===== src/rtl/bwt_pkg.sv =====
package bwt_pkg;

    typedef enum logic [1:0] {
        ST_IDLE,
        ST_FIRST,
        ST_BURST,
        ST_ACK
    } bwt_state_e;

endpackage


===== src/rtl/bwt_cfg_regs.sv =====
module bwt_cfg_regs #(
    parameter int FIRST_W = 4,
    parameter int BURST_W = 3,
    parameter bit BANK0   = 1'b1
) (
    input  logic               clk,
    input  logic               rst_n,
    input  logic               we,
    input  logic [FIRST_W-1:0] first_in,
    input  logic [BURST_W-1:0] burst_in,
    input  logic               relax_in,
    input  logic               ext_in,
    output logic [FIRST_W-1:0] first_q,
    output logic [BURST_W-1:0] burst_q,
    output logic               relax_q,
    output logic               ext_q
);

    localparam logic [BURST_W-1:0] BURST_MAX_LEGAL = BURST_W'((1 << (BURST_W-1)) - 1);

    logic [FIRST_W-1:0] first_rst;
    logic [BURST_W-1:0] burst_rst;
    logic               relax_rst;

    generate
        if (BANK0) begin : g_bank0
            assign first_rst = '1;
            assign burst_rst = BURST_MAX_LEGAL;
            assign relax_rst = 1'b1;
        end else begin : g_other
            assign first_rst = '0;
            assign burst_rst = '0;
            assign relax_rst = 1'b0;
        end
    endgenerate

    always_ff @(posedge clk or negedge rst_n) begin
        if (!rst_n) begin
            first_q <= first_rst;
            burst_q <= burst_rst;
            relax_q <= relax_rst;
            ext_q   <= 1'b0;
        end else if (we) begin
            first_q <= first_in;
            burst_q <= burst_in;
            relax_q <= relax_in;
            ext_q   <= ext_in;
        end
    end

endmodule


===== src/rtl/bwt_wait_calc.sv =====
module bwt_wait_calc #(
    parameter int CODE_W = 4,
    parameter int OUT_W  = 5,
    parameter bit CLAMP  = 1'b0
) (
    input  logic [CODE_W-1:0] code,
    input  logic              relax,
    output logic [OUT_W-1:0]  waits,
    output logic              reserved
);

    logic [CODE_W-1:0] eff;
    logic [OUT_W-1:0]  wide;

    generate
        if (CLAMP) begin : g_clamp
            assign reserved = code[CODE_W-1];
            assign eff      = reserved ? {1'b0, {(CODE_W-1){1'b1}}} : code;
        end else begin : g_plain
            assign reserved = 1'b0;
            assign eff      = code;
        end
    endgenerate

    assign wide  = OUT_W'(eff);
    assign waits = relax ? (wide << 1) : wide;

endmodule


===== src/rtl/bwt_down_ctr.sv =====
module bwt_down_ctr #(
    parameter int W = 5
) (
    input  logic         clk,
    input  logic         rst_n,
    input  logic         load,
    input  logic [W-1:0] load_val,
    input  logic         dec,
    output logic         zero
);

    logic [W-1:0] cnt_q;

    always_ff @(posedge clk or negedge rst_n) begin
        if (!rst_n) begin
            cnt_q <= '0;
        end else if (load) begin
            cnt_q <= load_val;
        end else if (dec && cnt_q != '0) begin
            cnt_q <= cnt_q - 1'b1;
        end
    end

    assign zero = (cnt_q == '0);

endmodule


===== src/rtl/bwt_ack_timer.sv =====
module bwt_ack_timer #(
    parameter int LIMIT = 256
) (
    input  logic clk,
    input  logic rst_n,
    input  logic clr,
    input  logic run,
    output logic expire
);

    localparam int TW = (LIMIT > 1) ? $clog2(LIMIT) : 1;
    localparam logic [TW-1:0] LAST = TW'(LIMIT - 1);

    logic [TW-1:0] cnt_q;

    always_ff @(posedge clk or negedge rst_n) begin
        if (!rst_n) begin
            cnt_q <= '0;
        end else if (clr) begin
            cnt_q <= '0;
        end else if (run && cnt_q != LAST) begin
            cnt_q <= cnt_q + 1'b1;
        end
    end

    assign expire = run && (cnt_q == LAST);

endmodule


===== src/rtl/burst_wait_timer.sv =====
module burst_wait_timer
    import bwt_pkg::*;
#(
    parameter int FIRST_W    = 4,
    parameter int BURST_W    = 3,
    parameter int LEN_CODE_W = 2,
    parameter int ACK_LIMIT  = 256,
    parameter bit BANK0      = 1'b1
) (
    input  logic                  clk,
    input  logic                  rst_n,
    input  logic                  cfg_we,
    input  logic [FIRST_W-1:0]    cfg_first_wait,
    input  logic [BURST_W-1:0]    cfg_burst_wait,
    input  logic                  cfg_relax,
    input  logic                  cfg_ext_ack,
    input  logic                  start,
    input  logic [LEN_CODE_W-1:0] burst_len,
    input  logic                  ta_in,
    output logic                  busy,
    output logic                  beat_done,
    output logic                  access_done,
    output logic                  cfg_err,
    output logic                  start_err,
    output logic                  ack_timeout
);

    localparam int WAIT_W    = ((FIRST_W > BURST_W) ? FIRST_W : BURST_W) + 1;
    localparam int MAX_BEATS = 1 << ((1 << LEN_CODE_W) - 1);
    localparam int BL_W      = (MAX_BEATS > 1) ? $clog2(MAX_BEATS) : 1;

    bwt_state_e state_q, state_d;

    logic [FIRST_W-1:0] cfg_first_q;
    logic [BURST_W-1:0] cfg_burst_q;
    logic               cfg_relax_q;
    logic               cfg_ext_q;

    logic [BURST_W-1:0] act_burst_q;
    logic               act_relax_q;
    logic               act_ext_q;
    logic [BL_W-1:0]    beats_left_q;

    logic [WAIT_W-1:0]  first_waits;
    logic [WAIT_W-1:0]  burst_waits;
    logic               first_rsv;
    logic               burst_rsv;

    logic               accept;
    logic               cnt_zero;
    logic               beat_end;
    logic               last_beat;
    logic               abort;
    logic               expire;
    logic               ctr_load;
    logic [WAIT_W-1:0]  ctr_val;
    logic               ctr_dec;
    logic [BL_W:0]      len_beats;

    bwt_cfg_regs #(
        .FIRST_W (FIRST_W),
        .BURST_W (BURST_W),
        .BANK0   (BANK0)
    ) i_cfg (
        .clk      (clk),
        .rst_n    (rst_n),
        .we       (cfg_we),
        .first_in (cfg_first_wait),
        .burst_in (cfg_burst_wait),
        .relax_in (cfg_relax),
        .ext_in   (cfg_ext_ack),
        .first_q  (cfg_first_q),
        .burst_q  (cfg_burst_q),
        .relax_q  (cfg_relax_q),
        .ext_q    (cfg_ext_q)
    );

    bwt_wait_calc #(
        .CODE_W (FIRST_W),
        .OUT_W  (WAIT_W),
        .CLAMP  (1'b0)
    ) i_first_calc (
        .code     (cfg_first_q),
        .relax    (cfg_relax_q),
        .waits    (first_waits),
        .reserved (first_rsv)
    );

    bwt_wait_calc #(
        .CODE_W (BURST_W),
        .OUT_W  (WAIT_W),
        .CLAMP  (1'b1)
    ) i_burst_calc (
        .code     (act_burst_q),
        .relax    (act_relax_q),
        .waits    (burst_waits),
        .reserved (burst_rsv)
    );

    bwt_down_ctr #(
        .W (WAIT_W)
    ) i_beat_ctr (
        .clk      (clk),
        .rst_n    (rst_n),
        .load     (ctr_load),
        .load_val (ctr_val),
        .dec      (ctr_dec),
        .zero     (cnt_zero)
    );

    bwt_ack_timer #(
        .LIMIT (ACK_LIMIT)
    ) i_ack_tmr (
        .clk    (clk),
        .rst_n  (rst_n),
        .clr    (accept || (state_q == ST_ACK && ta_in)),
        .run    (state_q == ST_ACK && !ta_in),
        .expire (expire)
    );

    assign accept    = start && (state_q == ST_IDLE);
    assign last_beat = (beats_left_q == '0);
    assign beat_end  = ((state_q == ST_FIRST || state_q == ST_BURST) && cnt_zero) ||
                       (state_q == ST_ACK && ta_in);
    assign abort     = (state_q == ST_ACK) && expire;
    assign len_beats = (BL_W+1)'(1) << burst_len;

    // Beat counter control: first beat from live set, later beats from snapshot.
    assign ctr_load = (accept && !cfg_ext_q) ||
                      (beat_end && !last_beat && !act_ext_q);
    assign ctr_val  = accept ? first_waits : burst_waits;
    assign ctr_dec  = (state_q == ST_FIRST || state_q == ST_BURST) && !cnt_zero;

    // State register
    always_ff @(posedge clk or negedge rst_n) begin
        if (!rst_n) begin
            state_q <= ST_IDLE;
        end else begin
            state_q <= state_d;
        end
    end

    // Next-state logic
    always_comb begin
        state_d = state_q;
        unique case (state_q)
            ST_IDLE: begin
                if (accept) begin
                    state_d = cfg_ext_q ? ST_ACK : ST_FIRST;
                end
            end
            ST_FIRST, ST_BURST: begin
                if (cnt_zero) begin
                    state_d = last_beat ? ST_IDLE : ST_BURST;
                end
            end
            ST_ACK: begin
                if (ta_in) begin
                    if (last_beat) begin
                        state_d = ST_IDLE;
                    end
                end else if (expire) begin
                    state_d = ST_IDLE;
                end
            end
            default: state_d = ST_IDLE;
        endcase
    end

    // Access snapshot and beat bookkeeping
    always_ff @(posedge clk or negedge rst_n) begin
        if (!rst_n) begin
            act_burst_q  <= '0;
            act_relax_q  <= 1'b0;
            act_ext_q    <= 1'b0;
            beats_left_q <= '0;
        end else if (accept) begin
            act_burst_q  <= cfg_burst_q;
            act_relax_q  <= cfg_relax_q;
            act_ext_q    <= cfg_ext_q;
            beats_left_q <= BL_W'(len_beats - 1'b1);
        end else if (beat_end && !last_beat) begin
            beats_left_q <= beats_left_q - 1'b1;
        end
    end

    // Sticky error flags
    always_ff @(posedge clk or negedge rst_n) begin
        if (!rst_n) begin
            cfg_err     <= 1'b0;
            start_err   <= 1'b0;
            ack_timeout <= 1'b0;
        end else begin
            if (beat_end && !last_beat && !act_ext_q && burst_rsv) begin
                cfg_err <= 1'b1;
            end
            if (start && state_q != ST_IDLE) begin
                start_err <= 1'b1;
            end
            if (abort) begin
                ack_timeout <= 1'b1;
            end
        end
    end

    // Outputs
    always_comb begin
        busy        = (state_q != ST_IDLE);
        beat_done   = beat_end;
        access_done = beat_end && last_beat;
    end

    logic unused_ok;
    assign unused_ok = first_rsv;

endmodule


===== config.mk =====
export PLATFORM = sky130hd
export DESIGN_NAME = burst_wait_timer
export DESIGN_NICKNAME = d
export VERILOG_FILES = /design/src/rtl/bwt_pkg.sv /design/src/rtl/bwt_cfg_regs.sv /design/src/rtl/bwt_wait_calc.sv /design/src/rtl/bwt_down_ctr.sv /design/src/rtl/bwt_ack_timer.sv /design/src/rtl/burst_wait_timer.sv
export SDC_FILE = /design/constraint.sdc
export NUM_CORES = 1
export LEC_CHECK = 0
export ABC_AREA = 0
export BUFFER_PORTS_ARGS = -buffer_cell sky130_fd_sc_hd__buf_4
export CAP_MARGIN = 0
export CORE_ASPECT_RATIO = 1.4
export CORE_MARGIN = 2
export CORE_UTILIZATION = 55
export CTS_CLUSTER_SIZE = 30
export DETAILED_ROUTE_END_ITERATION = 8
export PLACE_DENSITY = 0.84
export RECOVER_POWER = 50
export SETUP_SLACK_MARGIN = 0.3
export SYNTH_ARGS = -nofsm -noshare
export SYNTH_HDL_FRONTEND = slang
export SYNTH_SLANG_ARGS = --single-unit

===== constraint.sdc =====
create_clock -name clk -period 3.5 [get_ports clk]
set_clock_uncertainty 0.05 [all_clocks]
set_input_delay 0.35 -clock clk [delete_from_list [all_inputs] [get_ports clk]]
set_output_delay 0.35 -clock clk [all_outputs]
set_load 0.005 [all_outputs]

==> results of run 1 <==
-- report_power, final --
part | internal (mW) | leakage, nW | switching [mW]
clock network | 0.141 | 0.0395 | 0.130
registers | 0.518 | 0.423 | 0.0864
logic | 0.322 | 0.529 | 0.373
total | 0.982 | 0.991 | 0.590
-- state kept, by name, indices dropped and copies added (netlist names) --
| name | flops |
|---|---|
| beats_left_q | 3 |
| act_burst_q | 3 |
| ack_timeout | 1 |
| i_beat_ctr.cnt_q | 5 |
| start_err | 1 |
| i_cfg.relax_q | 1 |
| i_cfg.first_q | 4 |
| state_q | 2 |
| i_ack_tmr.cnt_q | 8 |
| i_cfg.ext_q | 1 |
| cfg_err | 1 |
| i_cfg.burst_q | 3 |
| act_relax_q | 1 |
| act_ext_q | 1 |
-- worst register-to-register path, delay by kind of cell (launching register included) --
kind            cells  cell delay, ns
compound gates      2            0.22
xor+xnor            1            0.14
fa+ha+maj           2            0.44
buf+inv             1            0.09
flops               1            0.40
simple gates        3            0.62
-- final timing paths --
kind	depth (start not counted)	slack (ns)	endpoint
hold reg to reg	2	0.42	act_burst_q[2]
setup / recovery	6	1.21	access_done
min in group asynchronous	2	1.06	i_ack_tmr.cnt_q[0]
max in group asynchronous	2	1.27	i_beat_ctr.cnt_q[4]
hold / removal	3	0.24	i_cfg.relax_q
setup reg to reg	9	1.43	beats_left_q[2]
-- cells in the final DEF, fill, tap and decap left out, types with 2 or more instances in the layout --
cell	instances
xor2_1	6
o31ai_1	2
inv_1	8
clkbuf_1	4
mux2_2	12
dfstp_2	2
clkbuf_8	5
and3_1	2
mux2i_1	8
nor3_1	4
dfrtp_1	28
nand2_1	21
o2111ai_1	2
a21oi_1	5
nor2b_1	2
o22ai_1	2
dfstp_1	5
buf_4	20
nand3_1	5
o21ai_0	6
xnor2_1	2
and4_1	2
nand4_1	2
o211ai_1	2
ha_1	6
nor2_1	14
-- logic make-up after synthesis --
kind of cell    count (synthesis)  share of synthesized area [%]
mux                            21                           12.5
fa+ha+maj                       6                           4.08
flops                          35                           48.1
simple gates                   58                           15.2
buf+inv                        14                           3.61
xor+xnor                        8                           3.81
compound gates                 31                           12.7
-- layer usage --
metal	part of all wire, %	vias up	global-route usage, %	wire length (um)
li1	-	663	-	-
met1	40	681	24.1	1450
met2	54	48	37.9	1940
met3	3.9	10	5.56	141
met4	2.4	0	10.8	87
met5	0	-	0	0
-- area by class of cell --
| class | instances | area share, % |
|---|---|---|
| clock buffer | 8 | 3.79 |
| multi-input combinational | 124 | 42.1 |
| tap | 39 | 2.31 |
| inverter | 9 | 2.19 |
| timing repair buffer | 22 | 7.76 |
| sequential | 35 | 41.9 |
==> metrics.md, run 1 <==
| Metric | Value |
|---|---|
| Outcome | `complete, but fails checks` |
| Failing checks | `max-capacitance violations, max-slew violations` |
| Setup crit start | `i_beat_ctr.cnt_q[0]` |
| Nets | `219` |
| Syn avg cell area | `10.6 um2` |
| Chip Width | `around 53 um` |
| FP Rows | `24` |
| Leading area contributor after synthesis | `dfrtp_1` |
| Setup TNS | `0 ns` |
| Hold/Removal Path Class | `input pin to flip-flop` |
| Diodes inserted | `0` |
| Min Tclk post-route | `2.29 ns` |
| PwrDens | `between 700 and 800 mW/mm2` |
| Peak VDD IR | `just over 0.0005 V` |
| Fin util | `approximately 67%` |
| Cts repair resizes | `0` |
| Hold Vio Cnt, Final | `0` |
| Worst setup path class | `flip-flop to primary output` |
| Vias in the first global route | `1372` |
| Post-synth EDFFs | `0` |
| Initial DRC count | `41` |
| GPL Wtd Cong | `about 0.84` |
| Worst hold slack | `around 0.24 ns` |
| Crit-path cells | `inv_1 -> ha_1 -> or4b_4 -> o21a_4 -> nor2_1 -> buf_4` |
| Final worst slack | `between 1 and 1.5 ns` |
| Fin crit share | `about two thirds` |
| Post-Synthesis Cell Area | `approximately 0.0018 mm2` |
| F_max | `around 440 MHz` |
| Slowest cell on the critical path | `or4b_4` |
| YS warnings | `0` |
| Ranking of synthesized cells by area | `dfrtp_1 38%, dfstp_2 10%, mux2_2 7.3%` |
| WL final | `3620 um` |
| Post-Layout Cell Count | `about 240` |
| Cell variety after synth | `44` |
| Syn Inst Count | `173` |
| Area of the multi-input gates | `888 um2` |
| Sequential Area | `between 800 and 900 um2` |
| WP buf/inv | `2` |
| Synth top area share | `roughly two fifths` |
| I/O Buffers | `21` |
| Fillers | `roughly 250` |
| Sequential element share of the synthesized area | `about 48%` |
| Post-CTS Setup Inserts | `0` |
| Crit end category | `primary output` |
| First-pass GRT wire length | `slightly above 6000 um` |
| Number of hold buffers added after cts | `1` |
| Worst-margin pin slew | `~1.9 ns` |
| P_leak | `around 0.99 nW` |
| Slew margin rel. | `-23.7%` |
| Startpoint types | `flip-flop` |
| Asr flop ratio synth | `100%` |
| DRT Pass-1 Iters | `4` |
| Cts bufs inserted | `5` |
| Initial Util | `about three fifths` |
| #FFs+latches synth | `35` |
| Setup WS pre-CTS | `about 1.4 ns` |
| Layout cells sized above 1 | `22.7%` |
| WP data arrival | `between 1.5 and 2 ns` |
| DIE HEIGHT | `72.4 um` |
| Setup Viol. Count Final | `0` |
| WL/cell | `between 15 and 20 um` |
| CTS clk-pin slew, worst paths | `~0.060 ns` |
| # clock sinks | `35` |
| Core Footprint | `roughly 0.0032 mm2` |
| Antenna Nets Post-Route | `0` |
| MaxCap Viol Count | `1` |
| Worst-Skew Late Latency | `~0.28 ns` |
| RSZ-0062 raised after global routing | `false` |
| Pins Over Slew Limit | `36` |
| Layout area overhead | `14.8%` |
| Total grt overflow | `0` |
| DP Cell Count | `about 230` |
| Top delay family on crit path | `simple AND/OR/NAND/NOR gates` |
| Root Buffer | `clkbuf_8` |
| DR vias/cell | `slightly below 6` |
| Die area | `0.00383 mm2` |
| Gr usage total | `approximately 22%` |
| Crit-path max FO | `4` |
| Antenna violations before repair | `0` |
| Most numerous cell in the Yosys netlist | `dfrtp_1` |
| Post-DP Area | `roughly 0.0020 mm2` |
| Total design power | `around 1.6 mW` |
| Vias | `between 1000 and 1500` |
| Hold_sp | `cfg_relax` |
| Most used DFF post-synth | `dfrtp_1` |
| Worst reg2reg path startpoint | `state_q[0]` |
| H-tree depth | `2` |
| Mapped Nets | `~200` |
| Top cells by count, synth | `28 x dfrtp_1, 21 x nand2_1, 14 x nor2_1` |
| CTS tree | `done` |
| Dpl hpwl | `between 2000 and 3000 um` |
| CP peak stage delay | `slightly below 0.5 ns` |
| Clk buf depth | `2` |
| Finished layout cell area | `between 0.002 and 0.0025 mm2` |
| Drt drc | `0` |
| I/O Pins | `22` |
| Largest net degree at the start of global routing | `36` |
| Critical Path RT | `between 3 and 4 ns` |
Note: power is estimated with default switching activity, not from simulation.
==> run 2: changes to the inputs <==
- clock period: 3.5 -> 2.4 ns (I/O delays scaled with it)
==> run 2 against run 1 <==
The flow now finishes without violations. Critical path depth is the same. First-iteration DRC count decreased by 56%. Clock-buffer cell count down 1. Total power grew 60%. Critical path type unchanged. Highest routed layer unchanged.
==> metrics.md, run 2 (synthesized netlist as in run 1, its figures left out) <==
| Metric | Value |
|---|---|
| WL/cell | `15.2 um (-0.35%)` |
| PwrDens | `1130 mW/mm2 (+52%)` |
| Biggest register | `i_ack_tmr.cnt_q` |
| Final worst slack | `0.274 ns (-0.933 ns)` |
| First-pass GRT wire length | `6150 um (+1.3%)` |
| Drt drc | `0 (unchanged)` |
| Fillers | `228 (-7.7%)` |
| Fin crit share | `about nine tenths` |
| Worst-margin pin slew | `0.827 ns (-1.03 ns)` |
| Peak VDD IR | `0.000954 V (+84%)` |
| CTS tree | `done` |
| Cts bufs inserted | `5 (unchanged)` |
| Vias | `1425 (+1.6%)` |
| Most frequent cells in the layout | `28 x dfrtp_1, 28 x buf_4, 21 x nand2_1, 13 x nor2_1, 12 x mux2_2` |
| Setup TNS | `0 ns (unchanged)` |
| Antenna violations before repair | `0 (unchanged)` |
| I/O Buffers | `21 (unchanged)` |
| Crit-path max FO | `3 (-1)` |
| Critical Path RT | `2.11 ns (-0.99 ns)` |
| Pins Over Slew Limit | `0 (-100%)` |
| Setup WS pre-CTS | `0.370 ns (-1.06 ns)` |
| Clk buf depth | `2 (unchanged)` |
| Post-DP Area | `0.00204 mm2 (+0.74%)` |
| MaxCap Viol Count | `0 (-1)` |
| F_max | `between 400 and 500 MHz` |
| Startpoint types | `flip-flop` |
| Largest net degree at the start of global routing | `36 (unchanged)` |
| Largest register FFs | `8 (unchanged)` |
| Layout area overhead | `21.2%` |
| Outcome | `complete, no violations` |
| Antenna Nets Post-Route | `0 (unchanged)` |
| DRT Pass-1 Iters | `4 (unchanged)` |
| Total grt overflow | `0 (unchanged)` |
| Setup Viol. Count Final | `0 (unchanged)` |
| Crit end category | `primary output` |
| Core Footprint | `0.00315 mm2 (unchanged)` |
| DIE HEIGHT | `72.4 um (unchanged)` |
| Root Buffer | `clkbuf_8` |
| WL final | `3740 um (+3.4%)` |
| GPL Wtd Cong | `0.860 (+2.1%)` |
| WP data arrival | `1.84 ns (-0.05 ns)` |
| Layout cells sized above 1 | `30.9% (+8.2 points)` |
| I/O Pins | `22 (unchanged)` |
| Largest regs | `i_ack_tmr.cnt_q x8, i_beat_ctr.cnt_q x5, i_cfg.first_q x4` |
| Die area | `0.00383 mm2 (unchanged)` |
| Min Tclk post-route | `roughly 2.1 ns` |
| Vias in the first global route | `1451 (+5.8%)` |
| Initial DRC count | `18 (-56%)` |
| Hold/Removal Path Class | `input pin to flip-flop` |
| DP Cell Count | `230 (+0.88%)` |
| Initial Util | `58.3% (unchanged)` |
| Nets | `228 (+4.1%)` |
| Dpl hpwl | `2690 um (-1.3%)` |
| Hold Vio Cnt, Final | `0 (unchanged)` |
| Worst setup path class | `flip-flop to primary output` |
| Slew margin rel. | `44.8% (+69 points)` |
| Diodes inserted | `0 (unchanged)` |
| Chip Width | `52.9 um (unchanged)` |
| FP Rows | `24 (unchanged)` |
| # clock sinks | `35 (unchanged)` |
| Gr usage total | `22.0% (+0.14 points)` |
| RSZ-0062 raised after global routing | `true` |
| Worst-Skew Late Latency | `0.29 ns (about the same)` |
| DR vias/cell | `5.79 (-2.1%)` |
| H-tree depth | `2 (unchanged)` |
| CTS clk-pin slew, worst paths | `0.07 ns (about the same)` |
| Post-Layout Cell Count | `246 (+3.8%)` |
| Finished layout cell area | `0.00223 mm2 (+5.5%)` |
| P_leak | `1.05 nW (+5.9%)` |
run 2: changes by cell type in the layout (fill, tap and decap cells not counted), moves of 2 or more:
| cell | before | now |
|---|---|---|
| buf_4 | 20 | 28 |
| inv_1 | 8 | 6 |
| clkbuf_1 | 4 | 0 |
| clkbuf_8 | 5 | 7 |
| inv_2 | 0 | 2 |
run 2: critical path, cell delays in order (launching register included):
cell and delay [ns]:
dfrtp_1 0.40, inv_2 0.09, ha_4 0.13, or4b_4 0.48, o21a_4 0.25, nor2_2 0.08
buf_4 0.11
run 2: path summary, 6_finish.rpt:
| kind | startpoint | endpoint | slack (ns) | depth (start not counted) |
|---|---|---|---|---|
| worst max register to register | i_beat_ctr.cnt_q[1] | i_beat_ctr.cnt_q[1] | 0.37 | 7 |
| worst max-delay path | i_beat_ctr.cnt_q[1] | access_done | 0.27 | 6 |
| min in group asynchronous | rst_n | i_ack_tmr.cnt_q[0] | 0.53 | 2 |
| max in group asynchronous | rst_n | i_ack_tmr.cnt_q[4] | 1.24 | 2 |
| worst min-delay path | cfg_first_wait[1] | i_cfg.first_q[1] | 0.13 | 2 |
| worst min register to register | start_err | start_err | 0.42 | 1 |
run 2: routing by layer:
layer | vias to the layer above | track usage (%) | part of all wire (%)
met5 | - | 0 | 0
met4 | 0 | 8.26 | 1.8
met3 | 8 | 5.76 | 3.5
met2 | 32 | 42.1 | 56
met1 | 702 | 21.6 | 39
li1 | 683 | - | -
run 2: report_power, final:
group	switching [mW]	internal, mW
registers	0.134	0.756
logic	0.588	0.570
clock network	0.207	0.261
run 2: layout make-up:
cell class	instances	area, um2	area share, %
multi-input cells	124	908	40.8
clock inverters	1	7.51	0.337
inverters	9	46.3	2.08
well taps	39	48.8	2.19
repair buffers	31	236	10.6
clock buffers	7	96.3	4.32
flip-flops and latches	35	885	39.7
run 2: per-stage QoR:
| step | util [%] | total power, mW | hold slack, ns |
|---|---|---|---|
| floorplan | - | 1.65 | -0.106 |
| global placement | 64.7 | 1.85 | 0.158 |
| detailed placement | 64.7 | 1.92 | 0.160 |
| CTS | 69.5 | 2.46 | 0.124 |
| global route | 70.7 | 2.70 | 0.127 |
| finish | 70.7 | 2.52 | 0.134 |
run 2: timing repair:
| action | in CTS | in global routing |
|---|---|---|
| pin swaps | 2 | 1 |
| setup buffers | 3 | 4 |
| endpoints found under the setup margin | 2 | 5 |
| hold buffers | 1 | 0 |
| gates resized for setup | 5 | 3 |
| hold endpoints to repair | 28 | 0 |
